File: config.mk
export PLATFORM = sky130hd
export DESIGN_NAME = sled_shifter
export DESIGN_NICKNAME = d
export VERILOG_FILES = /design/src/rtl/sled_pkg.sv /design/src/rtl/sled_clkgen.sv /design/src/rtl/sled_serializer.sv /design/src/rtl/sled_pulse_track.sv /design/src/rtl/sled_shifter.sv
export SDC_FILE = /design/constraint.sdc
export NUM_CORES = 1
export LEC_CHECK = 0
export CORE_MARGIN = 1
export CORE_UTILIZATION = 25
export CTS_BUF_LIST = sky130_fd_sc_hd__clkbuf_8
export DETAILED_ROUTE_END_ITERATION = 10
export DONT_BUFFER_PORTS = 1
export PLACE_DENSITY_LB_ADDON = 0.05
export SLEW_MARGIN = 25
export SYNTH_ARGS = -nofsm -noshare
export SYNTH_HDL_FRONTEND = slang
export SYNTH_SLANG_ARGS = --single-unit
File: constraint.sdc
create_clock -name clk_i -period 4.3 [get_ports clk_i]
set_input_delay 0.43 -clock clk_i [delete_from_list [all_inputs] [get_ports clk_i]]
set_output_delay 0.43 -clock clk_i [all_outputs]
set_load 0.01 [all_outputs]
File: src/rtl/sled_pkg.sv
package sled_pkg;
  typedef enum logic [1:0] {
    SEL_DATA = 2'd0,
    SEL_DIV  = 2'd1,
    SEL_DLY  = 2'd2,
    SEL_MODE = 2'd3
  } sled_sel_e;

  typedef enum logic [1:0] {
    ST_IDLE  = 2'd0,
    ST_RUN   = 2'd1,
    ST_LATCH = 2'd2
  } sled_st_e;

  typedef struct packed {
    logic pulse;
    logic hc164;
  } sled_mode_t;
endpackage

File: src/rtl/sled_clkgen.sv
module sled_clkgen #(
  parameter int DIV_W    = 2,
  parameter int DLY_W    = 4,
  parameter int BASE_DIV = 4,
  parameter int PW       = 6
) (
  input  logic             clk_i,
  input  logic             rst_ni,
  input  logic             run_i,
  input  logic             restart_i,
  input  logic [DIV_W-1:0] div_i,
  input  logic [DLY_W-1:0] dly_i,
  output logic             sclk_o,
  output logic             data_ev_o,
  output logic             bit_end_o
);
  logic [PW-1:0] period, half, dly_ext, dly_eff, cnt_q;

  assign period  = PW'(BASE_DIV) << div_i;
  assign half    = period >> 1;
  assign dly_ext = PW'(dly_i);
  // delay clamped to half-1 so data settles before the rising edge
  assign dly_eff = (dly_ext >= half) ? half - PW'(1) : dly_ext;

  always_ff @(posedge clk_i or negedge rst_ni) begin
    if (!rst_ni)        cnt_q <= '0;
    else if (restart_i) cnt_q <= '0;
    else if (run_i)     cnt_q <= (cnt_q == period - PW'(1)) ? '0 : cnt_q + PW'(1);
  end

  assign sclk_o    = run_i && (cnt_q >= half);
  assign data_ev_o = run_i && (cnt_q == dly_eff);
  assign bit_end_o = run_i && (cnt_q == period - PW'(1));

  p_cnt_range_r4: assert property (@(posedge clk_i) disable iff (!rst_ni)
    run_i |-> (cnt_q < period));
endmodule

File: src/rtl/sled_serializer.sv
module sled_serializer import sled_pkg::*; #(
  parameter int WORD_W = 17
) (
  input  logic              clk_i,
  input  logic              rst_ni,
  input  logic              start_i,
  input  logic [WORD_W-1:0] word_i,
  input  logic              hc164_i,
  input  logic              data_ev_i,
  input  logic              bit_end_i,
  output logic              busy_o,
  output logic              run_o,
  output logic              sdata_o,
  output logic              latch_o
);
  localparam int BW = $clog2(WORD_W);
  localparam logic [BW-1:0] LAST = BW'(WORD_W - 1);

  sled_st_e          st_q;
  logic [WORD_W-1:0] shreg_q;
  logic [BW-1:0]     bitcnt_q;
  logic              sdata_q;

  always_ff @(posedge clk_i or negedge rst_ni) begin
    if (!rst_ni) begin
      st_q     <= ST_IDLE;
      shreg_q  <= '0;
      bitcnt_q <= '0;
      sdata_q  <= 1'b0;
    end else begin
      unique case (st_q)
        ST_IDLE: if (start_i) begin
          st_q     <= ST_RUN;
          shreg_q  <= word_i;
          bitcnt_q <= '0;
        end
        ST_RUN: begin
          if (data_ev_i) sdata_q <= shreg_q[WORD_W-1];
          if (bit_end_i) begin
            shreg_q <= {shreg_q[WORD_W-2:0], 1'b0};
            if (bitcnt_q == LAST) st_q <= ST_LATCH;
            else                  bitcnt_q <= bitcnt_q + BW'(1);
          end
        end
        default: st_q <= ST_IDLE;
      endcase
    end
  end

  assign busy_o  = (st_q != ST_IDLE);
  assign run_o   = (st_q == ST_RUN);
  assign sdata_o = sdata_q;
  assign latch_o = (st_q == ST_LATCH) && !hc164_i;

  p_bitcnt_r2: assert property (@(posedge clk_i) disable iff (!rst_ni)
    bitcnt_q <= LAST);
  p_start_idle_r6: assert property (@(posedge clk_i) disable iff (!rst_ni)
    start_i |-> (st_q == ST_IDLE));
  p_latch_once_r10: assert property (@(posedge clk_i) disable iff (!rst_ni)
    latch_o |=> (!latch_o && !busy_o));
endmodule

File: src/rtl/sled_pulse_track.sv
module sled_pulse_track #(
  parameter int WORD_W = 17
) (
  input  logic              clk_i,
  input  logic              rst_ni,
  input  logic              en_i,
  input  logic [WORD_W-1:0] word_i,
  input  logic              take_i,
  output logic              req_o
);
  logic [WORD_W-1:0] last_q;

  // only pulse-mode transfers update the reference word
  always_ff @(posedge clk_i or negedge rst_ni) begin
    if (!rst_ni)     last_q <= '0;
    else if (take_i) last_q <= word_i;
  end

  assign req_o = en_i && (word_i != last_q);

  p_take_req_r8: assert property (@(posedge clk_i) disable iff (!rst_ni)
    take_i |-> req_o);
endmodule

File: src/rtl/sled_shifter.sv
module sled_shifter import sled_pkg::*; #(
  parameter int WORD_W   = 17,
  parameter int DIV_W    = 2,
  parameter int DLY_W    = 4,
  parameter int BASE_DIV = 4
) (
  input  logic              clk_i,
  input  logic              rst_ni,
  input  logic              wr_en_i,
  input  logic [1:0]        wr_sel_i,
  input  logic [WORD_W-1:0] wr_data_i,
  input  logic [WORD_W-1:0] gen_word_i,
  output logic              busy_o,
  output logic              sclk_o,
  output logic              sdata_o,
  output logic              latch_o
);
  localparam int MAX_PERIOD = BASE_DIV << ((1 << DIV_W) - 1);
  localparam int PW         = $clog2(MAX_PERIOD) + 1;

  logic [DIV_W-1:0] div_q;
  logic [DLY_W-1:0] dly_q;
  sled_mode_t       mode_q;
  sled_sel_e        sel;
  logic             cfg_ok, start_direct, pulse_req, take, start, run;
  logic             data_ev, bit_end;
  logic [WORD_W-1:0] word;

  assign sel    = sled_sel_e'(wr_sel_i);
  assign cfg_ok = wr_en_i && !busy_o;

  always_ff @(posedge clk_i or negedge rst_ni) begin
    if (!rst_ni) begin
      div_q  <= '0;
      dly_q  <= '0;
      mode_q <= '0;
    end else if (cfg_ok) begin
      if (sel == SEL_DIV)  div_q  <= wr_data_i[DIV_W-1:0];
      if (sel == SEL_DLY)  dly_q  <= wr_data_i[DLY_W-1:0];
      if (sel == SEL_MODE) mode_q <= '{pulse: wr_data_i[1], hc164: wr_data_i[0]};
    end
  end

  assign start_direct = cfg_ok && (sel == SEL_DATA) && !mode_q.pulse;
  assign take         = pulse_req && !busy_o;
  assign start        = start_direct || take;
  assign word         = mode_q.pulse ? gen_word_i : wr_data_i;

  sled_pulse_track #(.WORD_W(WORD_W)) u_track (
    .clk_i  (clk_i),
    .rst_ni (rst_ni),
    .en_i   (mode_q.pulse),
    .word_i (gen_word_i),
    .take_i (take),
    .req_o  (pulse_req)
  );

  sled_clkgen #(.DIV_W(DIV_W), .DLY_W(DLY_W), .BASE_DIV(BASE_DIV), .PW(PW)) u_clkgen (
    .clk_i     (clk_i),
    .rst_ni    (rst_ni),
    .run_i     (run),
    .restart_i (start),
    .div_i     (div_q),
    .dly_i     (dly_q),
    .sclk_o    (sclk_o),
    .data_ev_o (data_ev),
    .bit_end_o (bit_end)
  );

  sled_serializer #(.WORD_W(WORD_W)) u_ser (
    .clk_i     (clk_i),
    .rst_ni    (rst_ni),
    .start_i   (start),
    .word_i    (word),
    .hc164_i   (mode_q.hc164),
    .data_ev_i (data_ev),
    .bit_end_i (bit_end),
    .busy_o    (busy_o),
    .run_o     (run),
    .sdata_o   (sdata_o),
    .latch_o   (latch_o)
  );

  p_idle_quiet_r1: assert property (@(posedge clk_i) disable iff (!rst_ni)
    !busy_o |-> (!sclk_o && !latch_o));
  p_data_setup_r5: assert property (@(posedge clk_i) disable iff (!rst_ni)
    !$stable(sdata_o) |-> !$past(sclk_o));
  p_cfg_frozen_r7: assert property (@(posedge clk_i) disable iff (!rst_ni)
    (busy_o && $past(busy_o)) |-> ($stable(div_q) && $stable(dly_q) && $stable(mode_q)));
  p_pulse_no_direct_r11: assert property (@(posedge clk_i) disable iff (!rst_ni)
    (mode_q.pulse && !busy_o && !pulse_req) |=> !busy_o);
endmodule

## Yosys cells after proc, flatten, opt, wreduce, memory -nomap -nowiden

Cells that the tools add are included.

- Register bits: 56
- Input port bits: 39
- Output and inout bits: 4
- Word-level logic and storage cells: 71

- Add/sub/neg operators: 4
- Magnitude comparators: 2
- Eq/ne operators: 13
- Shift-type cells: 1
- Multiplexer cells: 16
- Reduce and logical (&&, ||, !) cells: 25

Operators by type and width:

| cell | number |
|---|---|
| $mux W17 | 3 |
| $pmux W17 S2 | 1 |
| $mux W6 | 4 |
| $ne A17 B17 Y1 | 1 |
| $mux W5 | 3 |
| $eq A6 B6 Y1 | 2 |
| $pmux W5 S2 | 1 |
| $logic_and A1 B1 Y1 | 9 |
| $reduce_and A2 Y1 | 4 |
| $add A6 B1 Y6 const B | 1 |
| $eq A2 B2 Y1 const B | 3 |
| $ge A6 B5 Y1 | 1 |
| $mux W2 | 3 |
| $ne A2 B2 Y1 const B | 3 |
| $reduce_and A3 Y1 | 2 |
| $reduce_bool A2 Y1 | 3 |
| $shl A3 B2 Y6 const A | 1 |
| $sub A5 B1 Y6 const B | 1 |
| $sub A6 B1 Y6 const B | 1 |
| $add A5 B1 Y5 const B | 1 |
| $eq A5 B5 Y1 const B | 1 |
| $ge A4 B5 Y1 | 1 |
| $eq A2 B1 Y1 const B | 2 |
| $logic_not A2 Y1 | 2 |
| 5 further kinds | 7 |

## Depth between registers and ports, before layout

Gate-level depths: netlist of run 1.

- Depth in word-level cells: 8
- Mapped depth: 11
- Gate-level depth less buffers: 9

## Hierarchy

From an unflattened synthesis of run 1, not the netlist that was laid out.

- Cells, all modules: 294
- Area, all modules: 3477.1 um2

By module, submodules not included:

| module | instances | cells each | area each (um2) | seq. area each (um2) |
|---|---|---|---|---|
| sled_serializer | 1 | 103 | 1386.3 | 625.6 |
| sled_pulse_track | 1 | 59 | 815.8 | 425.4 |
| sled_clkgen | 1 | 90 | 720.7 | 150.1 |
| sled_shifter | 1 | 42 | 554.3 | 200.2 |

## Least setup slack after synthesis of run 1

Ideal clock, no wire load.

- Path kind: reg-to-reg
- Start: reg div_q[1]
- End: reg u_ser.sdata_q, in the netlist u_ser.sdata_o
- Setup time: 125 ps
- Arrival: 2428 ps
- Required time: 4175 ps
- Setup slack: 1747 ps
- Cell stages (with the launch flop): 10
- Buffers on the path: 1
- Clock period less this slack: 2553 ps
- Cell sequence: dfrtp_1 clkbuf_1 or2_2 ha_1 o21ai_0 a21oi_1 a211oi_1 xor2_1 nand4_1 mux2_2

- Cells in the longest elaborated chain, start to end: 6
- Elaborated cells between the ends (all ways): 7
- Classes of those cells: 1 x add/sub; 1 x order compare; 1 x eq/ne; 1 x shift; 1 x mux; 2 x reduce/logical

RTL lines:

| what | RTL line | source |
|---|---|---|
| start: declaration | sled_shifter.sv:21 | `logic [DIV_W-1:0] div_q;` |
| start signal: assignment | sled_shifter.sv:38 | `if (sel == SEL_DIV) div_q <= wr_data_i[DIV_W-1:0];` |
| $shl A3 B2 Y6 * | sled_clkgen.sv:19 | `assign period = PW'(BASE_DIV) << div_i;` |
| $sub A5 B1 Y6 / $ge A4 B5 Y1 (equally long branches) | sled_clkgen.sv:23 | `assign dly_eff = (dly_ext >= half) ? half - PW'(1) : dly_ext;` |
| $mux W6 * | sled_clkgen.sv:23 |  |
| $eq A6 B6 Y1 * | sled_clkgen.sv:32 | `assign data_ev_o = run_i && (cnt_q == dly_eff);` |
| $logic_and A1 B1 Y1 * | sled_clkgen.sv:32 |  |
| $reduce_and A2 Y1 (no source line) * | -- |  |
| end signal: assignment | sled_serializer.sv:38 | `if (data_ev_i) sdata_q <= shreg_q[WORD_W-1];` |
| end: declaration | sled_serializer.sv:22 | `logic sdata_q;` |

Mark *: on every way between the ends. The rest lies on a longest branch, timed or not.
A chain may end at the register's enable or synchronous reset.

## Worst setup path after layout of run 1

Ends and elaborated chain as after synthesis.

==> results.ini, run 1 <==
[status]
outcome = finished, final reports clean

[worst_setup_path]
critical-path-top-delay-family = compound AO/OA/AOI/OAI gates
r2r_setup_slack_ns = 1.59
critPathCaptureType = flip-flop
critical_path_arrival_ns = 2.92
worst_setup_path_start_kind = flip-flop
r2r_cells = 8
crit_chain = or2_2 > ha_1 > o21ai_0 > a21oi_1 > a211oi_1 > xor2_1 > nand4_1 > mux2_2
required_ns = 4.51
r2r_start = div_q[1]$_DFFE_PN0P_
path_max_fanout = 14
critical_path_buf_inv_count = 0
critPathSlowestCell = dfrtp_1
worstSetupPathType = reg2reg
r2r-end = u_ser.sdata_o$_DFFE_PN0P_
slowest_delay_ns = 0.53

[run]
max_cap_viol_count = 0

[cells_and_area]
fillers = 1308
multiInputGateArea_sq_mm = 0.00166
nNetsFinal = 366
stdcell_count = 487
synthToLayoutAreaGrowth_pct = 9.36
layout-drive-gt1-share_pct = 14.4
seq_area_sq_mm = 0.00140
antennaDiodeCount = 0

[timing]
hold_viol_final = 0
fmax_ghz = 0.369
post-route-period-util_pct = 63.0
clock_skew_ns = 0.00450
relSlewSlack_pct = 60.1
tightest_slew_ns = 0.591
tns_ns = 0
setup_viol = 0
period_minus_slack_ns = 2.71
rsz0062_at_grt = no
drv_slew = 0

[floorplanning]
rows = 40
ios = 43
core_area_sq_mm = 0.0122
initial_core_util_pct = 26.0
chipHeight_um = 115
die_width_um = 115
dieArea_sq_mm = 0.0131

[place]
routabilityCongestion = 0.698
placed_cells = 477
dp_hpwl_um = 5730
port_buffers = 0

[synthesis]
synth_area_leader_cell = dfrtp_1
yosys_warnings = 0
synth_cells = 321
yosysTopAreaCellShare_pct = 44.2
async_flop_share_pct = 100
ys.flop_type = dfrtp_1
yosysMostFrequentCell = dfrtp_1
synthesis.area_sq_mm = 0.00317
yosys-top-cells-area = dfrtp_1 (44%), mux2_2 (10%), xor2_1 (5.5%), mux2i_1 (5.1%), o21ai_0 (3.9%)
synth.distinct_cells = 45
ys_seq_area_share_pct = 44.2
avgSynthCellArea_sq_um = 9.87
synth_seq_cells = 56
syn_nets = 369
yosys-top-cells-count = dfrtp_1 (56), nand2_1 (29), mux2_2 (28), nor2_1 (25), o21ai_0 (25)
synth_edf_count = 0

[hold_path]
worstHoldPathType = in2reg
holdPathStages = 1
hold_end = u_track.last_q[2]$_DFFE_PN0P_
holdCritStartpoint = gen_word_i[2]

[global_route]
grt_usage_pct = 13.4
antenna_found_initial = 0
grt_pass1_wl_um = 13400
overflow = 0
grt_max_degree = 57
grt_pass1_vias = 2408

[pwr]
power.total_w = 0.00100
power_density_mw_per_mm2 = 289
leakagePower_nw = 1.52
ir_worst_vdd_mv = 0.103

[detailed_routing]
ant_nets = 0
drt-total-wl_um = 7990
drtPass1Iterations = 4
vias = 2244
drtIter0Drc = 78
vias_per_cell = 4.61
drc = 0
wl_per_cell_um = 16.4

[clock_network]
cts_sinks = 56
ctsHoldBuffers = 2
tritoncts = built
clk_pin_slew_ns = 0.10
post_cts_resized = 0
htreeDepth = 2
post_cts_buffers = 0
cts_buffers = 5
clk_latency_ns = 0.32
cts.path.max_buffers = 2
clock-root-buffer = clkbuf_8

per-stage QoR:
step                      worst slack [ns]  hold slack (ns)  instance area (sq um)  utilization (%)
final                                 1.59            0.251                   3460             28.5
after global routing                  1.34            0.226                   3460             28.5
after CTS                             1.59            0.231                   3460             28.5
after detailed placement              1.60            0.137                   3330             27.4
after global placement                1.65            0.136                   3330             27.4
after floorplan                       1.75            0.134                   3170                -
cell usage in the layout (no fill, tap or decap), types with 6 or more instances in the layout:
| cell | instances |
|---|---|
| dfrtp_1 | 56 |
| nand2_1 | 29 |
| mux2_2 | 28 |
| nor2_1 | 25 |
| o21ai_0 | 25 |
| a21oi_1 | 24 |
| xor2_1 | 20 |
| mux2i_1 | 16 |
| inv_1 | 9 |
| ha_1 | 9 |
| nand2b_1 | 7 |
| nor3_1 | 6 |
| nand3_1 | 6 |
| clkbuf_8 | 6 |
power by group:
| group | total [W] | switching [W] | internal [W] |
|---|---|---|---|
| logic | 0.000108 | 0.0000577 | 0.0000506 |
| registers | 0.000579 | 0.0000274 | 0.000551 |
| clock network | 0.000314 | 0.000185 | 0.000129 |
worst register-to-register path, stage by stage (launching register included):
cell and delay [ns]:
dfrtp_1 0.53, or2_2 0.35, ha_1 0.29, o21ai_0 0.37
a21oi_1 0.20, a211oi_1 0.30, xor2_1 0.17, nand4_1 0.11
mux2_2 0.28
worst max path at each step:
| stage | start | to | slack (ns) | depth (start not counted) |
|---|---|---|---|---|
| after floorplan | div_q[1]$_DFFE_PN0P_ | u_ser.sdata_o$_DFFE_PN0P_ | 1.75 | 9 |
| after global placement | div_q[1]$_DFFE_PN0P_ | u_ser.sdata_o$_DFFE_PN0P_ | 1.65 | 8 |
| after detailed placement | div_q[1]$_DFFE_PN0P_ | u_ser.sdata_o$_DFFE_PN0P_ | 1.60 | 8 |
| after CTS | div_q[1]$_DFFE_PN0P_ | u_ser.sdata_o$_DFFE_PN0P_ | 1.59 | 8 |
| after global routing | div_q[1]$_DFFE_PN0P_ | u_ser.sdata_o$_DFFE_PN0P_ | 1.34 | 8 |
| final | div_q[1]$_DFFE_PN0P_ | u_ser.sdata_o$_DFFE_PN0P_ | 1.59 | 8 |
routing by layer:
| layer | part of all wire (%) | vias to the layer above | global-route usage, % |
|---|---|---|---|
| met5 | 0 | - | 0 |
| met2 | 48 | 37 | 22.7 |
| li1 | - | 1123 | - |
| met3 | 4.4 | 8 | 3.12 |
| met1 | 47 | 1076 | 17.1 |
| met4 | 1.0 | 0 | 3.38 |
state kept, by name, indices dropped and copies added (netlist names):
name	count
u_track.last_q	17
div_q	2
u_ser.shreg_q	17
u_ser.st_q	2
u_ser.sdata_o	1
mode_q	2
u_ser.bitcnt_q	5
u_clkgen.cnt_q	6
dly_q	4
kinds of logic after synthesis:
| kind of cell | synth area share [%] |
|---|---|
| xor+xnor | 6.08 |
| compound gates | 12.8 |
| buf+inv | 3.40 |
| flops | 44.2 |
| mux | 15.0 |
| simple gates | 15.0 |
| fa+ha+maj | 3.55 |
area by class of cell:
| type | count | share of cell area (%) |
|---|---|---|
| Timing Repair Buffer | 6 | 1.95 |
| Clock buffer | 6 | 2.38 |
| Tap cell | 168 | 6.07 |
| Sequential cell | 56 | 40.4 |
| Inverter | 8 | 0.867 |
| Clock inverter | 2 | 0.325 |
| Multi-Input combinational cell | 241 | 48.0 |
Power figures use the tool's default switching activity.
==> inputs of run 2 (changes only) <==
Clock period 4.3 ns to 2.4 ns, I/O delays scaled along.
==> results.ini, run 2 (same netlist as run 1, synthesis figures left out) <==
[status]
outcome = finished, final reports clean

[floorplanning]
ios = 43
initial_core_util_pct = 26.0
dieArea_sq_mm = 0.0131
rows = 40
core_area_sq_mm = 0.0122
chipHeight_um = 115
die_width_um = 115

[cells_and_area]
synthToLayoutAreaGrowth_pct = 14.5
multiInputGateArea_sq_mm = 0.00171
fillers = 1290
antennaDiodeCount = 0
nNetsFinal = 378
layout_commonest_cell = dfrtp_1
layout_common_cells = dfrtp_1 (56), nand2_1 (28), mux2_2 (28)
seq_area_sq_mm = 0.00140
largest_registers = u_ser.shreg_q (17), u_track.last_q (17), u_clkgen.cnt_q (6)
postLayoutCellArea_sq_mm = 0.00363
layout-drive-gt1-share_pct = 19.6

[timing]
tightest_slew_ns = 0.506
setup_viol = 0
whs_ns = 0.0509
relSlewSlack_pct = 66.2
post-route-period-util_pct = 93.9
fmax_ghz = 0.444
period_minus_slack_ns = 2.25
drv_slew = 0
tns_ns = 0
hold_viol_final = 0
timing.final.ws_setup_ns = 0.146
clock_skew_ns = 0.0139
rsz0062_at_grt = no

[global_route]
grt_max_degree = 57
antenna_found_initial = 0
grt_usage_pct = 13.7
grt_pass1_wl_um = 13400
overflow = 0
grt_pass1_vias = 2455

[detailed_routing]
vias = 2316
vias_per_cell = 4.64
drc = 0
drt-total-wl_um = 8200
drtPass1Iterations = 4
drtIter0Drc = 93
wl_per_cell_um = 16.4
ant_nets = 0

[clock_network]
clk_latency_ns = 0.33
htreeDepth = 2
cts.path.max_buffers = 2
cts_sinks = 56
post_cts_buffers = 0
cts_buffers = 5
clock-root-buffer = clkbuf_8
clk_pin_slew_ns = 0.12
tritoncts = built

[place]
placed_area_sq_mm = 0.00344
place_ws_ns = 0.0746
dp_hpwl_um = 6010
routabilityCongestion = 0.701
port_buffers = 0

[pwr]
leakagePower_nw = 1.60
ir_worst_vdd_mv = 0.190
power_density_mw_per_mm2 = 527

[worst_setup_path]
required_ns = 2.61
path_max_fanout = 7
critPathCaptureType = flip-flop
r2r_start = div_q[1]$_DFFE_PN0P_
worstSetupPathType = reg2reg
worst_setup_path_start_kind = flip-flop
critPathSlowestCell = dfrtp_1
critical_path_arrival_ns = 2.47
slowest_delay_ns = 0.40
startpoint = div_q[1]$_DFFE_PN0P_
crit_chain = buf_4 > nand2b_1 > ha_1 > o21ai_4 > a31o_2 > a211oi_2 > xnor2_1 > nand4_1 > mux2_2

[hold_path]
worstHoldPathType = in2reg
holdCritStartpoint = gen_word_i[9]

[run]
max_cap_viol_count = 0

==> run 2: final timing paths <==
path / endpoint / slack, ns / cells after the start
setup / recovery: u_ser.sdata_o$_DFFE_PN0P_ / 0.15 / 9
setup reg to reg: u_ser.sdata_o$_DFFE_PN0P_ / 0.15 / 9
min in group asynchronous: u_track.last_q[3]$_DFFE_PN0P_ / 0.44 / 2
hold reg to reg: u_ser.shreg_q[11]$_DFFE_PN0P_ / 0.50 / 2
max in group asynchronous: u_clkgen.cnt_q[1]$_DFFE_PN0P_ / 1.69 / 2
hold / removal: u_track.last_q[9]$_DFFE_PN0P_ / 0.05 / 1
==> run 2: critical path, delay by kind of cell (launching register included) <==
family | cells | cell delay [ns]
buffers and inverters | 1 | 0.16
AO/OA/AOI/OAI | 3 | 0.52
XOR/XNOR | 1 | 0.15
AND/OR/NAND/NOR | 2 | 0.29
flip-flops | 1 | 0.40
multiplexers | 1 | 0.28
adder cells (fa/ha/maj) | 1 | 0.35
==> run 2: power by group <==
group / internal, W / switching (W) / leakage (nW) / total (W)
sequential: 0.000988 / 0.0000378 / 0.761 / 0.00103
clock: 0.000313 / 0.000350 / 0.0599 / 0.000662
combinational: 0.000103 / 0.000121 / 0.782 / 0.000224
total: 0.00140 / 0.000508 / 1.60 / 0.00191
==> run 2: final cells by class <==
type | instances | area share (%)
Sequential cell | 56 | 38.6
Timing Repair Buffer | 18 | 4.69
Inverter | 8 | 0.828
Multi-Input combinational cell | 241 | 47.0
Clock inverter | 3 | 1.17
Clock buffer | 5 | 1.90
Tap cell | 168 | 5.79
==> run 2: through the flow <==
stage               power (W)  std cells  utilization, %
floorplan             0.00119        321               -
global placement      0.00124        489            28.3
detailed placement    0.00124        489            28.3
CTS                   0.00195        499            29.5
global route          0.00202        499            29.8
finish                0.00191        499            29.8
==> run 2: repair_timing <==
item / CTS / global route
resized for setup: 0 / 8
setup endpoints to repair: 0 / 6
endpoints found under the hold margin: 56 / 0
hold buffers: 2 / 0
==> run 2: layer usage <==
metal / share of wire [%] / global-route usage, % / up-vias
li1: - / - / 1148
met3: 4.6 / 3.44 / 5
met2: 49 / 23.1 / 42
met4: 0.83 / 3.64 / 0
met1: 46 / 17.3 / 1121
met5: 0 / 0 / -
